### src/rtl/rfs_pkg.sv
package rfs_pkg;

    localparam int CHAR_W = 8;
    localparam logic [CHAR_W-1:0] PAD_CODE = 8'h05;

    typedef struct packed {
        logic              special;
        logic              viol;
        logic [CHAR_W-1:0] data;
    } char_t;

    typedef enum logic {ST_HUNT, ST_LOCKED} frame_st_e;
    typedef enum logic {SH_IDLE, SH_LOW}    shape_st_e;

    function automatic logic is_pad(input char_t c);
        return c.special && !c.viol && (c.data == PAD_CODE);
    endfunction

endpackage

### src/rtl/frame_track.sv
module frame_track
    import rfs_pkg::*;
(
    input  logic clk,
    input  logic rst_n,
    input  logic reframe_en,
    input  logic framed_in,
    output logic hunting
);

    frame_st_e st_q, st_d;

    always_ff @(posedge clk or negedge rst_n) begin
        if (!rst_n) st_q <= ST_HUNT;
        else        st_q <= st_d;
    end

    always_comb begin
        st_d = st_q;
        unique case (st_q)
            ST_HUNT:   if (framed_in)                st_d = ST_LOCKED;
            ST_LOCKED: if (reframe_en && !framed_in) st_d = ST_HUNT;
            default:   st_d = ST_HUNT;
        endcase
    end

    always_comb hunting = (st_q == ST_HUNT);

    AST_LOCK_ON_FRAMED: assert property (@(posedge clk) disable iff (!rst_n)
        framed_in |=> !hunting);
    AST_DROP_LOCK: assert property (@(posedge clk) disable iff (!rst_n)
        (reframe_en && !framed_in) |=> hunting);

endmodule

### src/rtl/fill_judge.sv
module fill_judge
    import rfs_pkg::*;
(
    input  logic  char_en,
    input  logic  hold_vld,
    input  char_t hold_c,
    input  char_t next_c,
    input  logic  bypass,
    input  logic  reframe_en,
    input  logic  hunting,
    output logic  fire
);

    logic hold_pad, next_pad, keep;

    always_comb begin
        hold_pad = is_pad(hold_c);
        next_pad = is_pad(next_c);
        if (!hold_vld)                     keep = 1'b0;
        else if (bypass && reframe_en)     keep = hold_pad;
        else if (reframe_en && hunting)    keep = 1'b0;
        else if (hold_pad && next_pad)     keep = 1'b0;
        else                               keep = 1'b1;
        fire = char_en && keep;
    end

endmodule

### src/rtl/strobe_shaper.sv
module strobe_shaper
    import rfs_pkg::*;
#(
    parameter int LOW_TICKS = 6
) (
    input  logic clk,
    input  logic rst_n,
    input  logic bit_en,
    input  logic fire,
    output logic rdy_n
);

    localparam int CW = (LOW_TICKS > 1) ? $clog2(LOW_TICKS) : 1;
    localparam logic [CW-1:0] LAST = CW'(LOW_TICKS - 1);

    shape_st_e     st_q, st_d;
    logic [CW-1:0] cnt_q, cnt_d;
    logic          rdy_q, rdy_d;

    always_ff @(posedge clk or negedge rst_n) begin
        if (!rst_n) begin
            st_q  <= SH_IDLE;
            cnt_q <= '0;
            rdy_q <= 1'b1;
        end else begin
            st_q  <= st_d;
            cnt_q <= cnt_d;
            rdy_q <= rdy_d;
        end
    end

    always_comb begin
        st_d  = st_q;
        cnt_d = cnt_q;
        rdy_d = rdy_q;
        unique case (st_q)
            SH_IDLE: begin
                if (fire) begin
                    st_d  = SH_LOW;
                    cnt_d = LAST;
                    rdy_d = 1'b0;
                end
            end
            SH_LOW: begin
                if (fire) begin
                    cnt_d = LAST;
                    rdy_d = 1'b0;
                end else if (bit_en) begin
                    if (cnt_q == '0) begin
                        st_d  = SH_IDLE;
                        rdy_d = 1'b1;
                    end else begin
                        cnt_d = cnt_q - 1'b1;
                    end
                end
            end
            default: begin
                st_d  = SH_IDLE;
                rdy_d = 1'b1;
            end
        endcase
    end

    assign rdy_n = rdy_q;

    AST_FIRE_DRIVES_LOW: assert property (@(posedge clk) disable iff (!rst_n)
        fire |=> !rdy_n);
    AST_RELEASE_ON_TICK: assert property (@(posedge clk) disable iff (!rst_n)
        $rose(rdy_n) |-> $past(bit_en));

endmodule

### src/rtl/rx_fill_strobe.sv
module rx_fill_strobe
    import rfs_pkg::*;
#(
    parameter int BIT_TICKS = 10,
    parameter int LOW_TICKS = 6
) (
    input  logic              clk,
    input  logic              rst_n,
    input  logic              bit_en,
    input  logic              char_en,
    input  logic [CHAR_W-1:0] in_data,
    input  logic              in_special,
    input  logic              in_viol,
    input  logic              bypass,
    input  logic              reframe_en,
    input  logic              framed_in,
    output logic [CHAR_W-1:0] out_data,
    output logic              out_special,
    output logic              out_viol,
    output logic              rdy_n
);

    initial begin
        if (LOW_TICKS < 1 || LOW_TICKS >= BIT_TICKS)
            $error("LOW_TICKS must lie in 1..BIT_TICKS-1");
    end

    char_t next_c, hold_q, out_q;
    logic  hold_vld_q;
    logic  hunting, fire;

    always_comb next_c = '{special: in_special, viol: in_viol, data: in_data};

    always_ff @(posedge clk or negedge rst_n) begin
        if (!rst_n) begin
            hold_q     <= '0;
            hold_vld_q <= 1'b0;
            out_q      <= '0;
        end else if (char_en) begin
            hold_q     <= next_c;
            hold_vld_q <= 1'b1;
            out_q      <= hold_q;
        end
    end

    assign out_data    = out_q.data;
    assign out_special = out_q.special;
    assign out_viol    = out_q.viol;

    frame_track u_frame (
        .clk        (clk),
        .rst_n      (rst_n),
        .reframe_en (reframe_en),
        .framed_in  (framed_in),
        .hunting    (hunting)
    );

    fill_judge u_judge (
        .char_en    (char_en),
        .hold_vld   (hold_vld_q),
        .hold_c     (hold_q),
        .next_c     (next_c),
        .bypass     (bypass),
        .reframe_en (reframe_en),
        .hunting    (hunting),
        .fire       (fire)
    );

    strobe_shaper #(.LOW_TICKS(LOW_TICKS)) u_shape (
        .clk    (clk),
        .rst_n  (rst_n),
        .bit_en (bit_en),
        .fire   (fire),
        .rdy_n  (rdy_n)
    );

    AST_ONE_SLOT: assert property (@(posedge clk) disable iff (!rst_n)
        char_en |=> ({out_special, out_viol, out_data} == $past(hold_q)));
    AST_FILL_SILENT: assert property (@(posedge clk) disable iff (!rst_n)
        (char_en && !bypass && is_pad(hold_q) && is_pad(next_c)) |=> rdy_n);
    AST_PAD_TAIL_FIRES: assert property (@(posedge clk) disable iff (!rst_n)
        (char_en && !bypass && !hunting && hold_vld_q && is_pad(hold_q)
         && !is_pad(next_c)) |=> !rdy_n);
    AST_HUNT_QUIET: assert property (@(posedge clk) disable iff (!rst_n)
        (char_en && hunting && reframe_en && !bypass) |=> rdy_n);
    AST_BYPASS_NONPAD_QUIET: assert property (@(posedge clk) disable iff (!rst_n)
        (char_en && bypass && reframe_en && !is_pad(hold_q)) |=> rdy_n);
    AST_EMPTY_QUIET: assert property (@(posedge clk) disable iff (!rst_n)
        (char_en && !hold_vld_q) |=> rdy_n);

endmodule

### config.mk
export PLATFORM = sky130hd
export DESIGN_NAME = rx_fill_strobe
export DESIGN_NICKNAME = d
export VERILOG_FILES = /design/src/rtl/rfs_pkg.sv /design/src/rtl/frame_track.sv /design/src/rtl/fill_judge.sv /design/src/rtl/strobe_shaper.sv /design/src/rtl/rx_fill_strobe.sv
export SDC_FILE = /design/constraint.sdc
export NUM_CORES = 1
export LEC_CHECK = 0
export BUFFER_PORTS_ARGS = -buffer_cell sky130_fd_sc_hd__buf_2
export CAP_MARGIN = 20
export CORE_ASPECT_RATIO = 1.1
export CORE_MARGIN = 2
export CORE_UTILIZATION = 53
export CTS_CLUSTER_SIZE = 25
export DETAILED_ROUTE_END_ITERATION = 16
export PLACE_DENSITY = 0.79
export SLEW_MARGIN = 10
export SYNTH_ARGS = -nofsm -noshare
export SYNTH_HDL_FRONTEND = slang
export SYNTH_SLANG_ARGS = --single-unit
export TNS_END_PERCENT = 50
### constraint.sdc
create_clock -name clk -period 2.5 [get_ports clk]
set_input_delay 0.5 -clock clk [delete_from_list [all_inputs] [get_ports clk]]
set_output_delay 0.5 -clock clk [all_outputs]
set_load 0.02 [all_outputs]
# Word-level counts from Yosys, hierarchy flattened
# Index checks and enable logic that the tools add are counted.
[op_classes] n_eq_ne=6 bitwise_logic=2 n_mux=22 n_reduce_logical=15 n_addsub=1
[op_table] op="$eq 8x3->1 const B" count=2
[op_table] op="$mux 1" count=14
[op_table] op="$mux 3" count=4
[op_table] op="$logic_and 1x1->1" count=9
[op_table] op="$ne 3x3->1 const B" count=3
[op_table] op="$pmux 1 s2" count=3
[op_table] op="$pmux 3 s2" count=1
[op_table] op="$reduce_and 3->1" count=2
[op_table] op="$logic_not 1->1" count=3
[op_table] op="$logic_not 3->1" count=1
[op_table] op="$sub 3x1->3 const B" count=1
[op_table] op="$ne 2x2->1 const B" count=1
[op_table] op="$not 1->1" count=2
[word_totals] out_inout_bits=11 inputBits=17 ff_bits=27 wordCells=57

# Logic depth before layout (Yosys ltp)
# Gate-level depths: netlist of the first run.
[logic_depth] depth_word=11 ltp_mapped=6

# Cells and area by module
# A second synthesis of the first run with hierarchy kept.
[hier_totals] hier_cells=83 hier_area_um2=1253.7
[by_module_without_submodules] module="rx_fill_strobe" area_per_inst_um2=850.8 cells_each=44 instances=1
[by_module_without_submodules] module="strobe_shaper" area_per_inst_um2=252.7 cells_each=24 instances=1
[by_module_without_submodules] module="fill_judge" area_per_inst_um2=110.1 cells_each=12 instances=1
[by_module_without_submodules] module="frame_track" area_per_inst_um2=40.0 cells_each=3 instances=1

# Worst setup path before layout of the first run
# Ideal clock, no wire load.
[synth_timing] path_type="input to register" startpoint="input in_data[1]" endpoint="register u_shape.cnt_q[0]" slack_ns=0.885 setup_ns=0.131 arrival_time_ns=1.484 stages=4 path_buffers=0 path_cell_list="nor4bb_1 > nand4b_1 > o2111a_2 > or3_1"
[synth_via] elab_chain_cells=10
[synth_rtl] element="from (decl)" line_no="rx_fill_strobe.sv:11" source="input logic [CHAR_W-1:0] in_data,"
[synth_rtl] element="$eq 8x3->1 *" line_no="rfs_pkg.sv:16" source="return c.special && !c.viol && (c.data == PAD_CODE);"
[synth_rtl] element="$logic_and 1x1->1 *" line_no="rfs_pkg.sv:16"
[synth_rtl] element="$logic_and 1x1->1 *" line_no="fill_judge.sv:22" source="else if (hold_pad && next_pad) keep = 1'b0;"
[synth_rtl] element="$mux 1 *" line_no="fill_judge.sv:22"
[synth_rtl] element="$mux 1 *" line_no="fill_judge.sv:21" source="else if (reframe_en && hunting) keep = 1'b0;"
[synth_rtl] element="$mux 1 *" line_no="fill_judge.sv:20" source="else if (bypass && reframe_en) keep = hold_pad;"
[synth_rtl] element="$mux 1 *" line_no="fill_judge.sv:19" source="if (!hold_vld) keep = 1'b0;"
[synth_rtl] element="$logic_and 1x1->1 *" line_no="fill_judge.sv:24" source="fire = char_en && keep;"
[synth_rtl] element="$ne 3x3->1 (no line) (tied with other cells)"
[synth_rtl] element="$reduce_and 3->1 (no line) or $pmux 3 s2 (tied branches)"
[synth_rtl] element="to (signal assigned)" line_no="strobe_shaper.sv:27" source="cnt_q <= cnt_d;"
[synth_rtl] element="to (decl)" line_no="strobe_shaper.sv:17" source="logic [CW-1:0] cnt_q, cnt_d;"
# Mark *: on every way between the ends. The rest lies on a longest branch, timed or not.
# A chain may end at the register's enable or synchronous reset.

# Worst setup path in the final report of the first run
[layout_timing] startpoint="register hold_q[5] in the netlist's numbering" endpoint="register u_shape.cnt_q[0]"
[layout_via] elab_chain_cells=10
[layout_rtl] element="from (decl)" line_no="rx_fill_strobe.sv:28" source="char_t next_c, hold_q, out_q;"
[layout_rtl] element="from (signal assigned)" line_no="rx_fill_strobe.sv:40" source="hold_q <= next_c;"
[layout_rtl] element="$eq 8x3->1 *" line_no="rfs_pkg.sv:16"
[layout_rtl] element="$logic_and 1x1->1 *" line_no="rfs_pkg.sv:16"
[layout_rtl] element="$logic_and 1x1->1" line_no="fill_judge.sv:22"
[layout_rtl] element="$mux 1" line_no="fill_judge.sv:22"
[layout_rtl] element="$mux 1" line_no="fill_judge.sv:21"
[layout_rtl] element="$mux 1 *" line_no="fill_judge.sv:20"
[layout_rtl] element="$mux 1 *" line_no="fill_judge.sv:19"
[layout_rtl] element="$logic_and 1x1->1 *" line_no="fill_judge.sv:24"
[layout_rtl] element="$ne 3x3->1 (no line) (tied with other cells)"
[layout_rtl] element="$reduce_and 3->1 (no line) or $pmux 3 s2 (tied branches)"
# Marks and branches as above.

==> results.ini, run 1 <==
[timing]
drv_slew=0
max_freq_mhz=606
setup_tns_ns=0
rsz0062_at_grt=no
period_needed_ns=1.65
slew_headroom_pct=61.6
fin_ws_ns=0.849
timing.final.crit_share_pct=66.0
finalSetupViolations=0
worst-slew-pin-transition_ns=0.576
fin_worst_skew_ns=0.00898
hold_viol_final=0

[drt]
drt_iter0_markers=4
via_per_inst=5.26
firstDrtPassIters=4
avgRoutedWirePerCell_microns=13.2
ant_nets=0
drcViolationCount=0
drt-total-wl_microns=1810
vias=721

[global_routing]
antenna_found_initial=0
grt_overflow_total=0
grt_pass1_vias=679
grt.total_usage_pct=16.2
grt_start_max_net_pins=28
grt_pass1_wl_microns=2850

[setup_path]
cpPeakStageDelay_ns=0.43
rr_worst_depth=4
reg2reg_slack_ns=0.85
start_kind=flip-flop
cp-startpoint=hold_q[5]$_DFFE_PN0P_
cp_max_fo=5
crit_slowest_cell=dfrtp_1
required_ns=2.71
r2r-start=hold_q[5]$_DFFE_PN0P_
end_kind=flip-flop
r2r-end=u_shape.cnt_q[0]$_DFFE_PN0P_
crit_type=flip-flop to flip-flop
worstPathArrival_ns=1.86
crit_end=u_shape.cnt_q[0]$_DFFE_PN0P_
crit_chain=nor4_2 > nand4b_1 > o2111a_2 > or3_1

[clock_tree]
clk_latency_ns=0.31
cts_buffers=3
clk_path_buf_depth=2
post-cts-setup-buffers=0
cts_tree=done
cts_max_level=1
cts-root-buf=clkbuf_4
clk_pin_slew_ns=0.14
ctsResizeCount=0
cts_hold_buf=0
cts_sinks=27

[die]
io_pins=28
start_util_pct=56.3
dieArea_sq_mm=0.00254
core-area_sq_mm=0.00202
die_h_microns=52.6
die_w_microns=48.2
row_count=17

[synth]
synthCells=80
synth_area_leader_cell=dfrtp_1
synthTopCellsByArea=dfrtp_1 (57%), mux2_2 (21%), dfstp_2 (2.3%)
ys.warnings.count=0
avgSynthCellArea_sq_um=14.2
synth.net_count=99
synth_area_sq_mm=0.00114
ys_ff_latch=27
synth.top_cell.area_share_pct=57.1
synth_cell_types=26
yosysSeqAreaShare_pct=59.5

[layout]
seq_area_sq_um=677
syn2layout_area_growth_pct=16.6
fill_cells=177
multi_input_area_sq_um=443
drive_gt1_share_pct=52.3
diodes=0
nets=129

[placed_design]
dp_hpwl_microns=1380
finalWeightedCongestion=0.732
buffer_ports.inserted=27
dp_slack_ns=0.601

[power_and_ir_drop]
power_per_cell_area_mw_per_mm2=726
leakagePower_nw=0.588
ir_worst_vdd_mv=0.510

[job]
cap_violations=0

[min_path]
worst_hold_path_type=input pin to async pin

[run_status]
outcome=completed

-- placed cells by master (no fill, tap or decap), drive strengths merged --
| cell | Yosys | layout |
|---|---|---|
| buf | 2 | 27 |
| dfrtp | 26 | 26 |
| mux2 | 21 | 21 |
| clkbuf | 0 | 4 |
| inv | 3 | 3 |
| nand2 | 2 | 2 |
| nand4b | 2 | 2 |
| nor2 | 2 | 2 |
| nor3 | 2 | 2 |
| or3 | 2 | 2 |
| ha | 2 | 2 |
| nor4 | 2 | 2 |
| o21bai | 1 | 1 |
| nor2b | 1 | 1 |
| and4bb | 1 | 1 |
| nand4 | 1 | 1 |
| nor4bb | 1 | 1 |
| o21ai | 1 | 1 |
| o2111a | 1 | 1 |
| a211o | 1 | 1 |
| or2 | 1 | 1 |
| a31oi | 1 | 1 |
| nor3b | 1 | 1 |
| xor2 | 1 | 1 |
| xnor2 | 1 | 1 |
| dfstp | 1 | 1 |
-- per-stage QoR --
stage / hold slack (ns) / std cells / utilization (%) / area, sq um / total power [mW]
6_report: 0.155 / 137 / 65.7 / 1330 / 0.964
5_1_grt: 0.187 / 137 / 65.7 / 1330 / 1.03
4_1_cts: 0.175 / 137 / 65.7 / 1330 / 0.978
3_5_place_dp: 0.490 / 133 / 64.4 / 1300 / 0.798
3_3_place_gp: 0.486 / 133 / 64.4 / 1300 / 0.787
2_1_floorplan: 0.204 / 80 / - / 1140 / 0.715
-- routing by layer --
| metal | routed length (microns) | share of wire, % | vias to the layer above | GRT usage, % |
|---|---|---|---|---|
| met5 | 0 | 0 | - | 0 |
| met4 | 33 | 1.8 | 0 | 8.11 |
| met3 | 77 | 4.3 | 4 | 2.07 |
| met2 | 890 | 49 | 19 | 25.9 |
| met1 | 808 | 45 | 346 | 20.9 |
| li1 | - | - | 352 | - |
-- worst min-delay path by stage --
stage	start	end	slack, ns
after floorplan	rst_n	hold_q[0]$_DFFE_PN0P_	0.20
after global placement	out_data[2]$_DFFE_PN0P_	out_data[2]$_DFFE_PN0P_	0.49
after detailed placement	out_data[4]$_DFFE_PN0P_	out_data[4]$_DFFE_PN0P_	0.49
after CTS	rst_n	u_shape.cnt_q[0]$_DFFE_PN0P_	0.18
after global routing	rst_n	out_data[2]$_DFFE_PN0P_	0.19
final	rst_n	u_shape.cnt_q[1]$_DFFE_PN0P_	0.16
-- cell families (layout without fill, tap and decap cells) --
kind of cell,count (synthesis),in the layout,share of synthesized area (%)
compound gates,5,5,3.63
xor+xnor,2,2,1.54
fa+ha+maj,2,2,2.20
buf+inv,5,34,1.65
flops,27,27,59.5
mux,21,21,20.8
simple gates,18,18,10.8
-- where the power goes --
part / switching [mW] / leakage [nW] / internal (mW)
registers: 0.0341 / 0.307 / 0.506
logic: 0.124 / 0.266 / 0.119
clock network: 0.118 / 0.0150 / 0.0623
total: 0.276 / 0.588 / 0.688
-- Yosys cell counts, drive strengths merged --
cell type and n:
or3 2, nor4 2, nand2 2, o21bai 1, dfstp 1, nor4bb 1
nand4 1, xor2 1, ha 2, a211o 1, o2111a 1, nor2 2
and4bb 1, buf 2, o21ai 1, or2 1, dfrtp 26, mux2 21
nand4b 2, nor3b 1, nor3 2, a31oi 1, nor2b 1, xnor2 1
inv 3
-- state kept, by name, indices dropped and copies added (netlist names) --
| name | count |
|---|---|
| u_shape.st_q | 1 |
| hold_q | 10 |
| out_data | 8 |
| out_viol | 1 |
| u_frame.st_q | 1 |
| u_shape.rdy_n | 1 |
| u_shape.cnt_q | 3 |
| hold_vld_q | 1 |
| out_special | 1 |
-- final cells by class --
type                    count  share of cell area (%)
repair buffers             27                    10.2
multi-input cells          48                    33.4
flip-flops and latches     27                    51.0
clock buffers               4                    1.98
well taps                  28                    2.64
inverters                   3                   0.848
-- critical path: cells and delay by family, from the launching register on --
family | cells | cell delay (ns)
AO/OA/AOI/OAI | 1 | 0.32
flip-flops | 1 | 0.43
AND/OR/NAND/NOR | 3 | 0.81
No activity file was read; power rests on OpenSTA's default activity.
==> run 2: changes to the inputs <==
--- a/config.mk
+++ b/config.mk
@@ -9,10 +9,10 @@
 export CAP_MARGIN = 20
 export CORE_ASPECT_RATIO = 1.1
 export CORE_MARGIN = 2
-export CORE_UTILIZATION = 53
+export CORE_UTILIZATION = 51
 export CTS_CLUSTER_SIZE = 25
 export DETAILED_ROUTE_END_ITERATION = 16
-export PLACE_DENSITY = 0.79
+export PLACE_DENSITY = 0.77
 export SLEW_MARGIN = 10
 export SYNTH_ARGS = -nofsm -noshare
 export SYNTH_HDL_FRONTEND = slang
==> constraint.sdc (replaced) <==
create_clock -name clk -period 1.6 [get_ports clk]
set_input_delay 0.32 -clock clk [delete_from_list [all_inputs] [get_ports clk]]
set_output_delay 0.32 -clock clk [all_outputs]
set_load 0.02 [all_outputs]
==> run 2 against run 1 <==
Critical path depth unchanged. Combinational power increased by 72%. Sequential power increased by 57%. Cell count increased by 6.6%. Worst hold slack improved by 0.043 ns. Clock skew about the same. Clock-buffer cell count decreased by 1. Worst setup slack got worse by 0.82 ns. Core utilization increased by 3.0 points.
==> results.ini, run 2 (synthesis gave the netlist of run 1 again) <==
[run_status]
outcome=completed  ; unchanged

[drt]
ant_nets=0  ; unchanged
firstDrtPassIters=4  ; unchanged
drcViolationCount=0  ; unchanged
drt_iter0_markers=10  ; was 4
avgRoutedWirePerCell_microns=13.8  ; was 13.2 microns
via_per_inst=5.16  ; was 5.26
drt-total-wl_microns=2010  ; was 1810 microns
vias=754  ; was 721

[setup_path]
end_kind=flip-flop  ; unchanged
cp_max_fo=4  ; was 5
required_ns=1.81  ; was 2.71 ns
worstPathArrival_ns=1.79  ; was 1.86 ns
crit_type=flip-flop to flip-flop  ; unchanged
start_kind=flip-flop  ; unchanged

[placed_design]
buffer_ports.inserted=27  ; unchanged
dp_hpwl_microns=1480  ; was 1380 microns
placed_area_sq_mm=0.00134  ; was 0.00130 sq mm
dp_slack_ns=-0.155  ; was 0.601 ns
finalWeightedCongestion=0.790  ; was 0.732

[power_and_ir_drop]
total_power_mw=1.57  ; was 0.964 mW
power_per_cell_area_mw_per_mm2=1110  ; was 726 mW/mm^2
leakagePower_nw=0.633  ; was 0.588 nW
ir_worst_vdd_mv=0.809  ; was 0.510 mV

[clock_tree]
cts-root-buf=clkbuf_4  ; unchanged
cts_sinks=27  ; unchanged
clk_path_buf_depth=2  ; unchanged
cts_tree=done  ; unchanged
clk_pin_slew_ns=0.15  ; was 0.14 ns
cts_buffers=3  ; unchanged
cts_max_level=1  ; unchanged
clk_latency_ns=0.33  ; was 0.31 ns

[die]
die_w_microns=49.1  ; was 48.2 microns
start_util_pct=55.2  ; was 56.3%
core-area_sq_mm=0.00206  ; was 0.00202 sq mm
dieArea_sq_mm=0.00263  ; was 0.00254 sq mm
die_h_microns=53.6  ; was 52.6 microns
row_count=17  ; unchanged
io_pins=28  ; unchanged

[timing]
finalSetupViolations=0  ; unchanged
period_needed_ns=1.57  ; was 1.65 ns
slew_headroom_pct=60.8  ; was 61.6%
timing.final.crit_share_pct=98.2  ; was 66.0%
max_freq_mhz=636  ; was 606 MHz
drv_slew=0  ; unchanged
rsz0062_at_grt=yes  ; was no
worst-slew-pin-transition_ns=0.588  ; was 0.576 ns
hold_viol_final=0  ; unchanged
fin_ws_ns=0.0282  ; was 0.849 ns
fin_worst_skew_ns=0.00923  ; was 0.00898 ns

[global_routing]
grt_pass1_wl_microns=3170  ; was 2850 microns
grt_use_met2_pct=29.2  ; was 25.9%
use_met1_pct=20.4  ; was 20.9%
gr-usage-met3_pct=1.67  ; was 2.07%
grt.total_usage_pct=16.4  ; was 16.2%
grt.busiest_layer=met2  ; unchanged
grt_overflow_total=0  ; unchanged
grt_start_max_net_pins=28  ; unchanged
antenna_found_initial=0  ; unchanged
grt_pass1_vias=719  ; was 679

[layout]
layout_commonest_cell=buf_2  ; unchanged
fill_cells=165  ; was 177
drive_gt1_share_pct=59.3  ; was 52.3%
fin_area_sq_mm=0.00142  ; was 0.00133 sq mm
largest_reg_flops=10  ; unchanged
syn2layout_area_growth_pct=24.4  ; was 16.6%
nets=138  ; was 129
layout_common_cells=buf_2 (27), dfrtp_1 (26), mux2_2 (21), buf_4 (8)  ; was buf_2 (27), dfrtp_1 (26), mux2_2 (21), inv_1 (3), clkbuf_4 (3)
diodes=0  ; unchanged
regMostFlops=hold_q  ; unchanged

[min_path]
worst_hold_path_type=input pin to flip-flop  ; was input pin to async pin

[job]
cap_violations=0  ; unchanged

[run 2: metal layers]
layer  up-vias  wire (microns)
met5         -               0
met4         0              36
met3         4              65
met2        17            1030
met1       370             881
li1        363               -
[run 2: worst max-delay path, cell delays in order, from the launching register on]
cell and delay, ns:
dfrtp_1 0.43, and4bb_2 0.30, nand4b_1 0.11, o2111a_2 0.30, or3_1 0.32
[run 2: final timing paths]
check | from | end | slack [ns] | cells after the start
max | hold_q[1]$_DFFE_PN0P_ | u_shape.cnt_q[2]$_DFFE_PN0P_ | 0.03 | 4
min | reframe_en | u_frame.st_q$_DFF_PN0_ | 0.20 | 2
max reg2reg | hold_q[1]$_DFFE_PN0P_ | u_shape.cnt_q[2]$_DFFE_PN0P_ | 0.03 | 4
min reg2reg | out_data[6]$_DFFE_PN0P_ | out_data[6]$_DFFE_PN0P_ | 0.52 | 1
max in group asynchronous | rst_n | u_shape.st_q$_DFF_PN0_ | 0.71 | 2
min in group asynchronous | rst_n | hold_q[2]$_DFFE_PN0P_ | 0.50 | 2
[run 2: cell type report]
cell class	count	area, sq um	area share (%)
clock inverters	1	7.51	0.530
inverters	3	11.3	0.795
clock buffers	3	22.5	1.59
multi-input cells	48	458	32.3
well taps	28	35.0	2.47
repair buffers	36	205	14.5
flip-flops and latches	27	677	47.8
[run 2: through the flow]
stage                     utilization (%)  hold WS (ns)  cells  TNS [ns]
after floorplan                         -        0.0244     80         0
after global placement               64.9         0.355    138    -0.214
after detailed placement             64.9         0.361    138    -0.332
after CTS                            67.9         0.199    146  -0.00593
after global routing                 68.6         0.210    146    -0.150
final                                68.6         0.199    146         0
[run 2: repair_timing]
item                                   4_1_cts  5_1_grt
gates cloned                                 0        0
setup endpoints to repair                    2        5
pin swaps                                    5        2
endpoints found under the hold margin       16        0
setup buffers                                3        0
resized for setup                            0        4
hold buffers                                 1        0
[run 2: where the power goes]
part           total [mW]  internal [mW]  leakage [nW]  switching, mW
clock network       0.300         0.0956        0.0139          0.205
logic               0.419          0.211         0.313          0.208
registers           0.846          0.791         0.307         0.0547
